`src/rtl/cnv_seq_pkg.sv`:
```
package cnv_seq_pkg;

    localparam int ADDR_W = 8;
    localparam int REG_W  = 8;
    localparam int RES_W  = 2 * REG_W;

    // register addresses (decoded by the attached register file)
    localparam logic [ADDR_W-1:0] A_CTRL1  = 8'h00;
    localparam logic [ADDR_W-1:0] A_CTRL2  = 8'h01;
    localparam logic [ADDR_W-1:0] A_STATUS = 8'h04;
    localparam logic [ADDR_W-1:0] A_RES_LO = 8'h05;
    localparam logic [ADDR_W-1:0] A_RES_HI = 8'h06;

    // control / status field values
    localparam logic [REG_W-1:0] M_ENABLE = 8'h01;
    localparam logic [REG_W-1:0] M_START  = 8'h04;
    localparam logic [REG_W-1:0] M_PULLUP = 8'h08;
    localparam logic [REG_W-1:0] M_BUFFER = 8'h20;
    localparam logic [REG_W-1:0] V_AVG16  = 8'h60;
    localparam logic [REG_W-1:0] V_OFF    = 8'h00;
    localparam int               BUSY_BIT = 0;

    typedef enum logic [3:0] {
        S_IDLE,
        S_POLL,
        S_EN_RD,
        S_EN_WR,
        S_CFG_WR,
        S_BUF_RD,
        S_BUF_WR,
        S_SETTLE,
        S_GO_RD,
        S_GO_WR,
        S_WAIT,
        S_LO_RD,
        S_HI_RD,
        S_OFF_WR
    } seq_state_t;

    // true for states that own a bus access
    function automatic logic is_access(input seq_state_t s);
        return !(s == S_IDLE || s == S_SETTLE || s == S_WAIT);
    endfunction

endpackage

```
`src/rtl/cnv_cycle_timer.sv`:
```
module cnv_cycle_timer #(
    parameter int CNT_W = 8
) (
    input  logic             clk,
    input  logic             rst_n,
    input  logic             load,
    input  logic [CNT_W-1:0] load_val,
    output logic             expired
);

    logic [CNT_W-1:0] cnt_q;

    always_ff @(posedge clk or negedge rst_n) begin
        if (!rst_n) begin
            cnt_q <= '0;
        end else if (load) begin
            cnt_q <= load_val;
        end else if (cnt_q != '0) begin
            cnt_q <= cnt_q - 1'b1;
        end
    end

    assign expired = (cnt_q == '0);

endmodule

```
`src/rtl/cnv_poll_counter.sv`:
```
module cnv_poll_counter #(
    parameter int LIMIT = 10
) (
    input  logic clk,
    input  logic rst_n,
    input  logic clear,
    input  logic step,
    output logic last
);

    localparam int PC_W = (LIMIT < 2) ? 1 : $clog2(LIMIT + 1);

    logic [PC_W-1:0] cnt_q;

    always_ff @(posedge clk or negedge rst_n) begin
        if (!rst_n) begin
            cnt_q <= '0;
        end else if (clear) begin
            cnt_q <= '0;
        end else if (step) begin
            cnt_q <= cnt_q + 1'b1;
        end
    end

    // the read now in flight is the final permitted one
    assign last = (cnt_q == PC_W'(LIMIT - 1));

endmodule

```
`src/rtl/cnv_access_decode.sv`:
```
module cnv_access_decode
    import cnv_seq_pkg::*;
#(
    parameter int CHAN_W = 5
) (
    input  seq_state_t        state,
    input  logic [CHAN_W-1:0] chan,
    input  logic [REG_W-1:0]  hold,
    input  logic              pull,
    output logic              bus_req,
    output logic              bus_we,
    output logic [ADDR_W-1:0] bus_addr,
    output logic [REG_W-1:0]  bus_wdata
);

    localparam int PAD_W = REG_W - CHAN_W;

    logic [REG_W-1:0] chan_ext;
    logic [REG_W-1:0] buf_bits;

    assign chan_ext = {{PAD_W{1'b0}}, chan};
    assign buf_bits = pull ? (M_BUFFER | M_PULLUP) : M_BUFFER;

    always_comb begin
        bus_req   = is_access(state);
        bus_we    = 1'b0;
        bus_addr  = A_CTRL1;
        bus_wdata = V_OFF;
        unique case (state)
            S_POLL:   bus_addr = A_STATUS;
            S_EN_RD:  bus_addr = A_CTRL1;
            S_EN_WR: begin
                bus_we    = 1'b1;
                bus_wdata = hold | M_ENABLE;
            end
            S_CFG_WR: begin
                bus_we    = 1'b1;
                bus_addr  = A_CTRL2;
                bus_wdata = chan_ext | V_AVG16;
            end
            S_BUF_RD: bus_addr = A_CTRL1;
            S_BUF_WR: begin
                bus_we    = 1'b1;
                bus_wdata = hold | buf_bits;
            end
            S_GO_RD:  bus_addr = A_CTRL1;
            S_GO_WR: begin
                bus_we    = 1'b1;
                bus_wdata = hold | M_START;
            end
            S_LO_RD:  bus_addr = A_RES_LO;
            S_HI_RD:  bus_addr = A_RES_HI;
            S_OFF_WR: begin
                bus_we    = 1'b1;
                bus_wdata = V_OFF;
            end
            default: begin
                bus_we = 1'b0;
            end
        endcase
    end

endmodule

```
`src/rtl/cnv_seq_fsm.sv`:
```
module cnv_seq_fsm
    import cnv_seq_pkg::*;
(
    input  logic       clk,
    input  logic       rst_n,
    input  logic       req_valid,
    input  logic       bus_ack,
    input  logic       bus_err,
    input  logic       stat_busy,
    input  logic       poll_last,
    input  logic       use_pull,
    input  logic       tmr_expired,
    input  logic       conv_irq,
    output seq_state_t state,
    output logic       accept,
    output logic       poll_step,
    output logic       load_settle,
    output logic       load_timeout,
    output logic       cap_hold,
    output logic       cap_lo,
    output logic       cap_hi,
    output logic       set_fail,
    output logic       finish
);

    seq_state_t state_q;
    seq_state_t nxt;
    logic       ok;

    assign state = state_q;
    assign ok    = bus_ack && !bus_err;

    function automatic seq_state_t adv(input seq_state_t cur, input seq_state_t to,
                                       input logic ack, input logic er);
        if (er)       return S_OFF_WR;
        else if (ack) return to;
        else          return cur;
    endfunction

    // state register
    always_ff @(posedge clk or negedge rst_n) begin
        if (!rst_n) state_q <= S_IDLE;
        else        state_q <= nxt;
    end

    // next state
    always_comb begin
        nxt = state_q;
        unique case (state_q)
            S_IDLE:   if (req_valid) nxt = S_POLL;
            S_POLL: begin
                if (bus_err)                   nxt = S_OFF_WR;
                else if (bus_ack && !stat_busy) nxt = S_EN_RD;
                else if (bus_ack && poll_last)  nxt = S_OFF_WR;
            end
            S_EN_RD:  nxt = adv(state_q, S_EN_WR, bus_ack, bus_err);
            S_EN_WR:  nxt = adv(state_q, S_CFG_WR, bus_ack, bus_err);
            S_CFG_WR: nxt = adv(state_q, S_BUF_RD, bus_ack, bus_err);
            S_BUF_RD: nxt = adv(state_q, S_BUF_WR, bus_ack, bus_err);
            S_BUF_WR: nxt = adv(state_q, use_pull ? S_SETTLE : S_GO_RD, bus_ack, bus_err);
            S_SETTLE: if (tmr_expired) nxt = S_GO_RD;
            S_GO_RD:  nxt = adv(state_q, S_GO_WR, bus_ack, bus_err);
            S_GO_WR:  nxt = adv(state_q, S_WAIT, bus_ack, bus_err);
            S_WAIT: begin
                if (conv_irq)         nxt = S_LO_RD;
                else if (tmr_expired) nxt = S_OFF_WR;
            end
            S_LO_RD:  nxt = adv(state_q, S_HI_RD, bus_ack, bus_err);
            S_HI_RD:  nxt = adv(state_q, S_OFF_WR, bus_ack, bus_err);
            S_OFF_WR: if (bus_ack || bus_err) nxt = S_IDLE;
            default:  nxt = S_IDLE;
        endcase
    end

    // control outputs
    always_comb begin
        accept       = 1'b0;
        poll_step    = 1'b0;
        load_settle  = 1'b0;
        load_timeout = 1'b0;
        cap_hold     = 1'b0;
        cap_lo       = 1'b0;
        cap_hi       = 1'b0;
        set_fail     = 1'b0;
        finish       = 1'b0;
        unique case (state_q)
            S_IDLE:   accept = req_valid;
            S_POLL: begin
                poll_step = ok && stat_busy;
                set_fail  = bus_err || (ok && stat_busy && poll_last);
            end
            S_EN_RD, S_BUF_RD, S_GO_RD: begin
                cap_hold = ok;
                set_fail = bus_err;
            end
            S_BUF_WR: begin
                load_settle = ok && use_pull;
                set_fail    = bus_err;
            end
            S_GO_WR: begin
                load_timeout = ok;
                set_fail     = bus_err;
            end
            S_WAIT:   set_fail = !conv_irq && tmr_expired;
            S_LO_RD: begin
                cap_lo   = ok;
                set_fail = bus_err;
            end
            S_HI_RD: begin
                cap_hi   = ok;
                set_fail = bus_err;
            end
            S_OFF_WR: finish = bus_ack || bus_err;
            default:  set_fail = bus_err;
        endcase
    end

endmodule

```
`src/rtl/cnv_seq_top.sv`:
```
module cnv_seq_top
    import cnv_seq_pkg::*;
#(
    parameter int CHAN_W     = 5,
    parameter int TEMP_CHAN  = 6,
    parameter bit PULL_EN    = 1'b1,
    parameter int POLL_LIMIT = 10,
    parameter int CLK_KHZ    = 250000,
    parameter int SETTLE_US  = 1000,
    parameter int TIMEOUT_MS = 500
) (
    input  logic              clk,
    input  logic              rst_n,
    input  logic              req_valid,
    input  logic [CHAN_W-1:0] req_chan,
    output logic              busy,
    output logic              done,
    output logic              err,
    output logic [RES_W-1:0]  result,
    output logic              bus_req,
    output logic              bus_we,
    output logic [ADDR_W-1:0] bus_addr,
    output logic [REG_W-1:0]  bus_wdata,
    input  logic              bus_ack,
    input  logic [REG_W-1:0]  bus_rdata,
    input  logic              bus_err,
    input  logic              conv_irq
);

    localparam int SETTLE_CYC  = (CLK_KHZ * SETTLE_US) / 1000;
    localparam int TIMEOUT_CYC = CLK_KHZ * TIMEOUT_MS;
    localparam int TMR_MAX     = (SETTLE_CYC > TIMEOUT_CYC) ? SETTLE_CYC : TIMEOUT_CYC;
    localparam int TMR_W       = $clog2(TMR_MAX + 1);

    seq_state_t        state;
    logic              accept, poll_step, load_settle, load_timeout;
    logic              cap_hold, cap_lo, cap_hi, set_fail, finish;
    logic              poll_last, tmr_expired;
    logic [TMR_W-1:0]  tmr_val;
    logic [CHAN_W-1:0] chan_q;
    logic              pull_q, fail_q;
    logic [REG_W-1:0]  hold_q, lo_q;
    logic              done_q, err_q;
    logic [RES_W-1:0]  result_q;

    cnv_seq_fsm fsm_i (
        .clk          (clk),
        .rst_n        (rst_n),
        .req_valid    (req_valid),
        .bus_ack      (bus_ack),
        .bus_err      (bus_err),
        .stat_busy    (bus_rdata[BUSY_BIT]),
        .poll_last    (poll_last),
        .use_pull     (pull_q),
        .tmr_expired  (tmr_expired),
        .conv_irq     (conv_irq),
        .state        (state),
        .accept       (accept),
        .poll_step    (poll_step),
        .load_settle  (load_settle),
        .load_timeout (load_timeout),
        .cap_hold     (cap_hold),
        .cap_lo       (cap_lo),
        .cap_hi       (cap_hi),
        .set_fail     (set_fail),
        .finish       (finish)
    );

    cnv_poll_counter #(.LIMIT(POLL_LIMIT)) poll_i (
        .clk   (clk),
        .rst_n (rst_n),
        .clear (accept),
        .step  (poll_step),
        .last  (poll_last)
    );

    assign tmr_val = load_settle ? TMR_W'(SETTLE_CYC) : TMR_W'(TIMEOUT_CYC);

    cnv_cycle_timer #(.CNT_W(TMR_W)) tmr_i (
        .clk      (clk),
        .rst_n    (rst_n),
        .load     (load_settle | load_timeout),
        .load_val (tmr_val),
        .expired  (tmr_expired)
    );

    cnv_access_decode #(.CHAN_W(CHAN_W)) dec_i (
        .state     (state),
        .chan      (chan_q),
        .hold      (hold_q),
        .pull      (pull_q),
        .bus_req   (bus_req),
        .bus_we    (bus_we),
        .bus_addr  (bus_addr),
        .bus_wdata (bus_wdata)
    );

    always_ff @(posedge clk or negedge rst_n) begin
        if (!rst_n) begin
            chan_q   <= '0;
            pull_q   <= 1'b0;
            fail_q   <= 1'b0;
            hold_q   <= '0;
            lo_q     <= '0;
            done_q   <= 1'b0;
            err_q    <= 1'b0;
            result_q <= '0;
        end else begin
            done_q <= finish;
            if (accept) begin
                chan_q   <= req_chan;
                pull_q   <= PULL_EN && (req_chan == CHAN_W'(TEMP_CHAN));
                fail_q   <= 1'b0;
                err_q    <= 1'b0;
                result_q <= '0;
            end
            if (set_fail) fail_q <= 1'b1;
            if (cap_hold) hold_q <= bus_rdata;
            if (cap_lo)   lo_q   <= bus_rdata;
            if (cap_hi)   result_q <= {bus_rdata, lo_q};
            if (finish) begin
                err_q <= fail_q | bus_err;
                if (fail_q | bus_err) result_q <= '0;
            end
        end
    end

    assign busy   = (state != S_IDLE);
    assign done   = done_q;
    assign err    = err_q;
    assign result = result_q;

endmodule

```
`config.mk`:
```
export PLATFORM = sky130hd
export DESIGN_NAME = cnv_seq_top
export DESIGN_NICKNAME = d
export VERILOG_FILES = /design/src/rtl/cnv_seq_pkg.sv /design/src/rtl/cnv_cycle_timer.sv /design/src/rtl/cnv_poll_counter.sv /design/src/rtl/cnv_access_decode.sv /design/src/rtl/cnv_seq_fsm.sv /design/src/rtl/cnv_seq_top.sv
export SDC_FILE = /design/constraint.sdc
export NUM_CORES = 1
export LEC_CHECK = 0
export BUFFER_PORTS_ARGS = -buffer_cell sky130_fd_sc_hd__buf_4
export CORE_UTILIZATION = 54
export CTS_BUF_LIST = sky130_fd_sc_hd__clkbuf_8
export DETAILED_ROUTE_END_ITERATION = 7
export PLACE_DENSITY = 0.81
export SLEW_MARGIN = 30
export SYNTH_ARGS = -nofsm -noshare
export SYNTH_HDL_FRONTEND = slang
export SYNTH_SLANG_ARGS = --single-unit
export TNS_END_PERCENT = 50
```
`constraint.sdc`:
```
create_clock -name clk -period 2.5 [get_ports clk]
set_clock_uncertainty 0.1 [all_clocks]
set_input_delay 0.625 -clock clk [delete_from_list [all_inputs] [get_ports clk]]
set_output_delay 0.625 -clock clk [all_outputs]
set_load 0.01 [all_outputs]
```
=== Word-level counts from Yosys, hierarchy flattened ===
Index checks and enable logic that the tools add are counted.

* $add $sub $neg: 2
* Eq/ne operators: 29
* Multiplexer cells: 53
* Bitwise operators: 3
* Reduce and logical (&&, ||, !) cells: 27

{| class="wikitable"
|+ Operator list
! cell !! count
|-
| 2-to-1 mux 4 bit || 30
|-
| 2-to-1 mux 27 bit || 3
|-
| 2-to-1 mux 16 bit || 4
|-
| case mux 4 bit (14 select lines) || 1
|-
| case mux 8 bit (4 select lines) || 1
|-
| inequality test 3 bit (second input constant) || 10
|-
| == test 4 bit (second input constant) || 7
|-
| logical NOT 27 bit || 1
|-
| nonzero test 27 bit || 1
|-
| subtractor 27 x 1 -> 27 bit (second input constant) || 1
|-
| == test 4 x 3 -> 1 bit (second input constant) || 4
|-
| AND reduction 14 bit || 1
|-
| 2-to-1 mux 1 bit || 12
|-
| case mux 3 bit (4 select lines) || 1
|-
| == test 4 x 2 -> 1 bit (second input constant) || 2
|-
| OR 8 bit || 1
|-
| nonzero test 2 bit || 4
|-
| logical AND 1 bit || 7
|-
| inequality test 2 bit (second input constant) || 3
|-
| == test 5 x 3 -> 1 bit (second input constant) || 1
|-
| OR reduction 5 bit || 1
|-
| adder 4 x 1 -> 4 bit (second input constant) || 1
|-
| == test 4 x 1 -> 1 bit (second input constant) || 1
|-
| logical NOT 1 bit || 4
|-
| other kinds (8) || 12
|}

* Register bits after elaboration: 76
* Output and inout bits: 37
* Word-level logic and storage cells: 125

=== Depth between registers and ports, before layout ===
Gate-level depths: netlist of the first run.

* Depth after elaboration: 7
* Mapped depth: 10

=== Hierarchy ===
A second synthesis of the first run with hierarchy kept.

* Cells, all modules: 487
* Area, all modules: 4658.2 sq um

{| class="wikitable"
|+ Modules (own cells, without submodules)
! module !! instances !! cells an instance !! area each (sq um) !! seq. area each (sq um)
|-
| cnv_seq_top || 1 || 134 || 1694.1 || 1026.0
|-
| cnv_cycle_timer || 1 || 178 || 1627.8 || 675.6
|-
| cnv_seq_fsm || 1 || 97 || 689.4 || 100.1
|-
| cnv_access_decode || 1 || 57 || 425.4 || 0.0
|-
| cnv_poll_counter || 1 || 21 || 221.5 || 100.1
|}

=== Worst setup path after synthesis of the first run ===
Ideal clock, no wire load.

* Kind: reg-to-output
* From: register fsm_i.state_q[1], in the netlist fsm_i.state[1]
* To: output port bus_wdata[0]
* Arrival: 1737 ps
* Setup slack: 38 ps
* Stages on the path, launching flop included: 7
* Buffers on the path: 3
* Path through: dfrtp_1 > clkbuf_1 > clkbuf_1 > buf_1 > mux2_2 > a21oi_1 > o21ai_0

* Longest elaborated chain between the ends: 2

{| class="wikitable"
|+ RTL lines
! element !! line !! text
|-
| from (decl) || cnv_seq_fsm.sv:26 || <nowiki>seq_state_t state_q;</nowiki>
|-
| from (signal assigned) || cnv_seq_fsm.sv:43 || <nowiki>else state_q <= nxt;</nowiki>
|-
| == test 4 bit (tied with other cells) || cnv_access_decode.sv:29 || <nowiki>unique case (state)</nowiki>
|-
| case mux 8 bit (4 select lines) (*) || cnv_access_decode.sv:29 ||
|-
| to (decl) || cnv_seq_top.sv:23 || <nowiki>output logic [REG_W-1:0] bus_wdata,</nowiki>
|}

Every way passes the cells marked *; elsewhere a longest branch is shown, timed or not.

=== Worst setup path after layout of the first run ===
* From: register fsm_i.state_q[0], in the netlist fsm_i.state[0]
* To: output port bus_wdata[3]

The elaborated chain is that of the path after synthesis.

==> results.yml, run 1 <==
synth:
  synthesized_flop_and_latch_total: 76
  top_ff_cell_synth: "dfrtp_1"
  synth-async-reset-ratio_pct: 100
  synth_sequential_area_ratio_pct: 44.6
  synth.avg_cell_area_um2: 9.44
  synth-edff-count: 0
  synth-warning-count: 0
  synthDistinctLibCells: 60
  synth.cell_area_um2: 4270
  post_synth_inst_count: 452
clocking:
  cts_num_sinks: 76
  clock_transition_at_path_regs_ns: 0.09
  cts_tree: "yes"
  cts_hold_buffers: 0
  num_cts_buffers: 9
  clkLatencyLatePin_ns: 0.36
  cts_root_buffer: "clkbuf_8"
  htree_levels: 3
  clk_path_buf_depth: 2
floorplanning:
  coreArea_um2: 7690
  floorplan.io_pins: 56
  initial_util_pct: 55.5
  core.rowCount: 32
  die-width_um: 90.9
  design.die.area_um2: 8260
  dieHeight_um: 90.9
timing:
  holdWs_ns: 0.180
  setup_viol_count_final: 0
  layout_worst_path_cycle_share_pct: 98.9
  finalCriticalPeriod_ns: 2.47
  worst-slew-pin-transition_ns: 0.651
  fmax_ghz: 0.404
  fin_setup_tns_ns: 0
  max_slew_margin_pct: 56.5
  hold_viol_final: 0
  grt_setup_unrepaired: "yes"
  report.final.slew_viol_count: 0
drt:
  dr.first_iter.drc_count: 275
  total_number_of_vias: 3913
  antenna_nets_post_route: 0
  avgViaCountPerCell: 6.11
  detail_route.wirelength_um: 11600
  drtPass1Iterations: 5
  wl_per_cell_um: 18.1
  drc_errors: 0
cells_and_area:
  n_fill_cell: 602
  final_cells: 640
  n_antenna_cell: 0
  stdcell_area_um2: 5290
  finish.utilization_pct: 68.8
  final_layout_size_suffix_gt1_share_pct: 29.2
  flow.area_growth_from_synthesis_pct: 23.9
  layout.nets: 555
setup_path:
  critPathMaxStageDelay_ns: 0.50
  worst_path_dominant_cell_family: "flip-flops"
  setup.worst_path.end_class: "output port"
  cp_slowest_cell: "dfrtp_2"
  timing.critical_path.required_ns: 1.77
  crit_fanout: 8
  ff_to_ff_end: "fsm_i.state[2]"
  worstPathArrival_ns: 1.75
  crit_chain: "buf_4 > nor2b_1 > o21ai_0 > a21oi_1 > a21oi_1 > o21ai_1 > buf_4"
  crit-reg2reg-launch: "tmr_i.cnt_q[0]"
  regToRegSetupSlack_ns: 0.10
  rr_worst_depth: 7
  critPathLaunchType: "flop"
  worstSetupPathType: "reg -> out"
  total_buffers_and_inverters_traversed_by_the_critical_path: 2
power_and_ir_drop:
  pwr_density_cell_nw_per_um2: 1220
  worst_ir_drop_vdd_v: 0.000679
  static-leakage-power_nw: 2.34
global_route:
  vias_in_the_first_global_route: 3791
  antenna_found_initial: 0
  grt_usage_pct: 28.8
  grt_overflow_total: 0
  global_route_wire_length_before_repair_um: 18900
  grt_max_degree: 48
place:
  dpl-instance-area_um2: 4910
  globalplace.congestion: 0.973
  detailed_place_hpwl_um: 7930
  number_of_i_o_port_buffers: 50
  post-place-cells: 612
status:
  status: "complete, no violations"
flow_run:
  timing.max_cap.violations: 0
min_path:
  hold_path_class: "in -> async"
registers in the layout (all words and copies together) (netlist names):
register and count:
poll_i.cnt_q 4, tmr_i.cnt_q 27, fail_q 1, hold_q 8, fsm_i.state 4, done 1, err 1, lo_q 8
result 16, pull_q 1, chan_q 5
power by group:
group	internal [mW]	switching [mW]
Combinational	1.55	1.61
Sequential	1.73	0.533
Clock	0.489	0.556
cell type report:
cell class                      count  area (um^2)  area share, %
Clock buffer                        9          124           2.34
Sequential cell                    76         1910           36.1
Multi-Input combinational cell    343         2260           42.8
Clock inverter                      7         92.6           1.75
Inverter                            7         26.3          0.497
Tap cell                          102          128           2.41
Timing Repair Buffer               96          746           14.1
per-stage QoR:
step	worst slack (ns)	total power, mW
finish	0.0272	6.47
global route	-0.0461	6.82
CTS	0.00441	6.20
detailed placement	0.0786	5.06
global placement	0.112	4.95
floorplan	0.0382	3.98
cells in the mapped netlist (3+ instances only):
| library cell | instances | area [um^2] |
|---|---|---|
| o22ai_1 | 4 | 25.0 |
| nor3_1 | 16 | 80.1 |
| nand2_1 | 48 | 180 |
| mux2i_1 | 9 | 90.1 |
| buf_4 | 7 | 52.6 |
| nor2b_1 | 5 | 31.3 |
| xor2_1 | 9 | 78.8 |
| o31ai_1 | 6 | 45.0 |
| nand4_1 | 5 | 31.3 |
| o211ai_1 | 4 | 30.0 |
| a31oi_1 | 4 | 25.0 |
| mux2_2 | 18 | 203 |
| clkbuf_1 | 17 | 63.8 |
| nand2b_1 | 9 | 56.3 |
| nand3_1 | 5 | 25.0 |
| a21oi_1 | 28 | 140 |
| buf_2 | 4 | 20.0 |
| a21o_1 | 5 | 37.5 |
| nor4_1 | 6 | 37.5 |
| inv_1 | 7 | 26.3 |
| nor2_1 | 50 | 188 |
| xnor2_1 | 10 | 87.6 |
| ha_1 | 3 | 37.5 |
| or2_2 | 3 | 18.8 |
| or4_1 | 8 | 60.1 |
| dfrtp_1 | 76 | 1900 |
| o21ai_0 | 19 | 95.1 |
| or3_1 | 6 | 37.5 |
| a22oi_1 | 17 | 128 |
repair_timing:
item | CTS | global route
gates resized for setup | 9 | 19
setup buffers | 3 | 9
setup endpoints to repair | 13 | 28
pin swaps | 0 | 3
cell usage in the layout, fill, tap and decap left out, types with 5 or more instances in the layout:
master,netlist,layout
buf_4,7,90
dfrtp_1,76,72
nand2_1,48,48
nor2_1,50,48
a21oi_1,28,27
mux2_2,18,18
a22oi_1,17,17
nor3_1,16,15
o21ai_0,19,13
xnor2_1,10,10
mux2i_1,9,9
xor2_1,9,9
clkbuf_8,0,9
or4_1,8,8
inv_1,7,7
nand2b_1,9,7
o21ai_1,0,6
o31ai_1,6,6
a21o_1,5,5
nand3_1,5,5
nor4_1,6,5
nand4_1,5,5
conb_1,1,5
how the worst max path moves through the flow:
stage	start	endpoint	slack, ns	depth (start not counted)
finish	fsm_i.state[0]	bus_wdata[3]	0.03	7
global route	fsm_i.state[1]	bus_wdata[6]	-0.05	8
CTS	fsm_i.state[0]	bus_wdata[6]	0.004	7
detailed placement	tmr_i.cnt_q[0]	fsm_i.state[2]	0.08	7
global placement	tmr_i.cnt_q[0]	fsm_i.state[0]	0.11	7
floorplan	fsm_i.state[1]	bus_wdata[0]	0.04	6
per-layer routing:
metal | global-route usage (%) | vias to the layer above | wire [um]
met4 | 11.4 | 0 | 279
met1 | 38.0 | 1839 | 4800
met5 | 0 | - | 0
li1 | - | 1800 | -
met3 | 4.21 | 41 | 896
met2 | 48.0 | 233 | 5630
kinds of logic (layout without fill, tap and decap cells):
logic type,Yosys count,after routing,synth area share (%)
AOI/OAI and AO/OA,109,109,17.9
xor gates and xnor gates,19,19,3.90
adders and majority gates,3,3,0.880
buffers and inverters,37,119,3.99
DFF,76,76,44.6
muxes,29,29,7.57
other,1,5,0.0879
and+or+nand+nor,178,178,21.1
No activity file was read; power rests on OpenSTA's default activity.
==> run 2, diff against run 1 <==
--- a/config.mk
+++ b/config.mk
@@ -10,6 +10,7 @@
 export CTS_BUF_LIST = sky130_fd_sc_hd__clkbuf_8
 export DETAILED_ROUTE_END_ITERATION = 7
 export PLACE_DENSITY = 0.81
+export REMOVE_ABC_BUFFERS = 1
 export SLEW_MARGIN = 30
 export SYNTH_ARGS = -nofsm -noshare
 export SYNTH_HDL_FRONTEND = slang
==> run 2 against run 1 <==
Maximum frequency fell by 0.37%. Critical endpoint is now bus_addr[2]. Sequential share of layout area fell by 0.25 points. Critical path type unchanged. First-iteration DRC count rose by 20%. Critical path depth fell by 2. Routed wire length fell by 1.5%. Largest cell class unchanged. Combinational power rose by 2%. Count of clock-buffer cells in the layout did not move. Total power rose by 0.45%.
==> results.yml, run 2 (synthesis gave the netlist of run 1 again) <==
status:
  status: "complete, no violations"
clocking:
  htree_levels: 3
  clk_path_buf_depth: 2
  clock_transition_at_path_regs_ns: 0.09
  cts_tree: "yes"
  num_cts_buffers: 9
  clkLatencyLatePin_ns: 0.36
  cts_root_buffer: "clkbuf_8"
  cts_num_sinks: 76
  cts_hold_buffers: 0
setup_path:
  critPathMaxStageDelay_ns: 0.48
  worst_path_dominant_cell_family: "flip-flops"
  crit-reg2reg-launch: "tmr_i.cnt_q[0]"
  total_buffers_and_inverters_traversed_by_the_critical_path: 2
  worstPathArrival_ns: 1.76
  crit_chain: "buf_2 > nor2_1 > nand2_1 > o21ai_0 > buf_4"
  cp_slowest_cell: "dfrtp_2"
  critPathLaunchType: "flop"
  timing.critical_path.required_ns: 1.77
  crit_fanout: 6
  setup.worst_path.end_class: "output port"
  worstSetupPathType: "reg -> out"
  startpoint: "fsm_i.state[2]"
cells_and_area:
  largest_register_ff_count: 27
  layout_commonest_cell: "buf_4"
  register_name_with_the_most_flops: "tmr_i.cnt_q"
  final_cells: 641
  n_antenna_cell: 0
  final_layout_size_suffix_gt1_share_pct: 30.6
  flow.area_growth_from_synthesis_pct: 24.7
  layout.nets: 556
  n_fill_cell: 576
  commonest_non_fill_non_tap_cells_in_the_layout: "90 x buf_4, 72 x dfrtp_1, 47 x nand2_1, 47 x nor2_1, 27 x a21oi_1"
power_and_ir_drop:
  clock_power_share_pct: 15.9
  static-leakage-power_nw: 2.34
  switching_share_pct: 41.9
  intPower_mw: 3.78
  seq_power_share_pct: 34.4
  combPwrFrac_pct: 49.7
  worst_ir_drop_vdd_v: 0.000768
  pwr_density_cell_nw_per_um2: 1220
  switchingPower_mw: 2.72
global_route:
  vias_in_the_first_global_route: 3780
  grt_overflow_total: 0
  antenna_found_initial: 0
  global_route_wire_length_before_repair_um: 18500
  grt_usage_pct: 28.6
  grt_max_degree: 45
drt:
  antenna_nets_post_route: 0
  avgViaCountPerCell: 6.14
  dr.first_iter.drc_count: 329
  wl_per_cell_um: 17.8
  drc_errors: 0
  total_number_of_vias: 3938
  detail_route.wirelength_um: 11400
  drtPass1Iterations: 5
timing:
  finalCriticalPeriod_ns: 2.48
  setup_viol_count_final: 0
  grt_setup_unrepaired: "yes"
  max_slew_margin_pct: 52.4
  fmax_ghz: 0.403
  worst-slew-pin-transition_ns: 0.713
  report.final.slew_viol_count: 0
  layout_worst_path_cycle_share_pct: 99.3
  hold_viol_final: 0
  postLayoutSetupSlackWorst_ns: 0.0180
place:
  globalplace.congestion: 0.970
  detailed_place_hpwl_um: 7790
  number_of_i_o_port_buffers: 50
  post-place-cells: 612
  place_ws_ns: 0.0458
flow_run:
  timing.max_cap.violations: 0
floorplanning:
  dieHeight_um: 90.9
  initial_util_pct: 55.5
  coreArea_um2: 7690
  design.die.area_um2: 8260
  die-width_um: 90.9
  core.rowCount: 32
  floorplan.io_pins: 56
min_path:
  hold_path_class: "in -> async"
==> run 2: worst register-to-register path, cell delays in order, from the launching register on <==
cell      delay, ns
dfrtp_1        0.43
inv_2          0.08
ha_2           0.18
or3b_4         0.39
or3_4          0.39
nor3_4         0.29
o211ai_4       0.14
mux2_4         0.32
==> run 2: timing repair <==
item                       in CTS  in global routing
pin swaps                       0                  5
resized for setup              11                 22
buffers inserted                4                  9
setup endpoints to repair      11                 35
==> run 2: layer usage <==
layer	wire length (um)	up-vias	GRT usage [%]
li1	-	1796	-
met4	284	0	14.8
met3	641	35	5.39
met1	4820	1927	36.9
met5	0	-	0
met2	5690	180	45.8
==> run 2: final timing paths <==
kind,end,cells after the start,slack [ns]
max in group asynchronous,fsm_i.state[1],2,1.56
min reg2reg,chan_q[1],2,0.39
max,bus_addr[2],5,0.02
max reg2reg,fsm_i.state[2],7,0.08
min,tmr_i.cnt_q[8],1,0.15
min in group clk,pull_q,2,0.34
==> run 2: cell type report <==
class | instances | area [um^2] | share of cell area, %
Clock buffer | 9 | 124 | 2.33
Sequential cell | 76 | 1910 | 35.8
Multi-Input combinational cell | 343 | 2280 | 42.9
Tap cell | 102 | 128 | 2.40
Timing Repair Buffer | 97 | 757 | 14.2
Inverter | 7 | 26.3 | 0.494
Clock inverter | 7 | 95.1 | 1.79
==> run 2: power groups by stage <==
stage / clock, mW / combinational, mW / sequential, mW
2_1_floorplan: 0 / 1.65 / 2.23
3_3_place_gp: 0 / 2.74 / 2.22
3_5_place_dp: 0 / 2.82 / 2.25
4_1_cts: 1.04 / 2.96 / 2.22
5_1_grt: 1.10 / 3.48 / 2.29
6_report: 1.03 / 3.23 / 2.24
==> run 2: per-stage QoR <==
stage	power, mW	hold WS, ns	utilization [%]	setup TNS, ns	area [um^2]
after global routing	6.88	0.187	69.2	-0.145	5320
after CTS	6.22	0.169	67.4	-0.00436	5180
after global placement	4.96	0.370	63.9	0	4910
after floorplan	3.89	0.229	-	-0.156	4140
final	6.50	0.147	69.2	0	5320
after detailed placement	5.07	0.369	63.9	0	4910
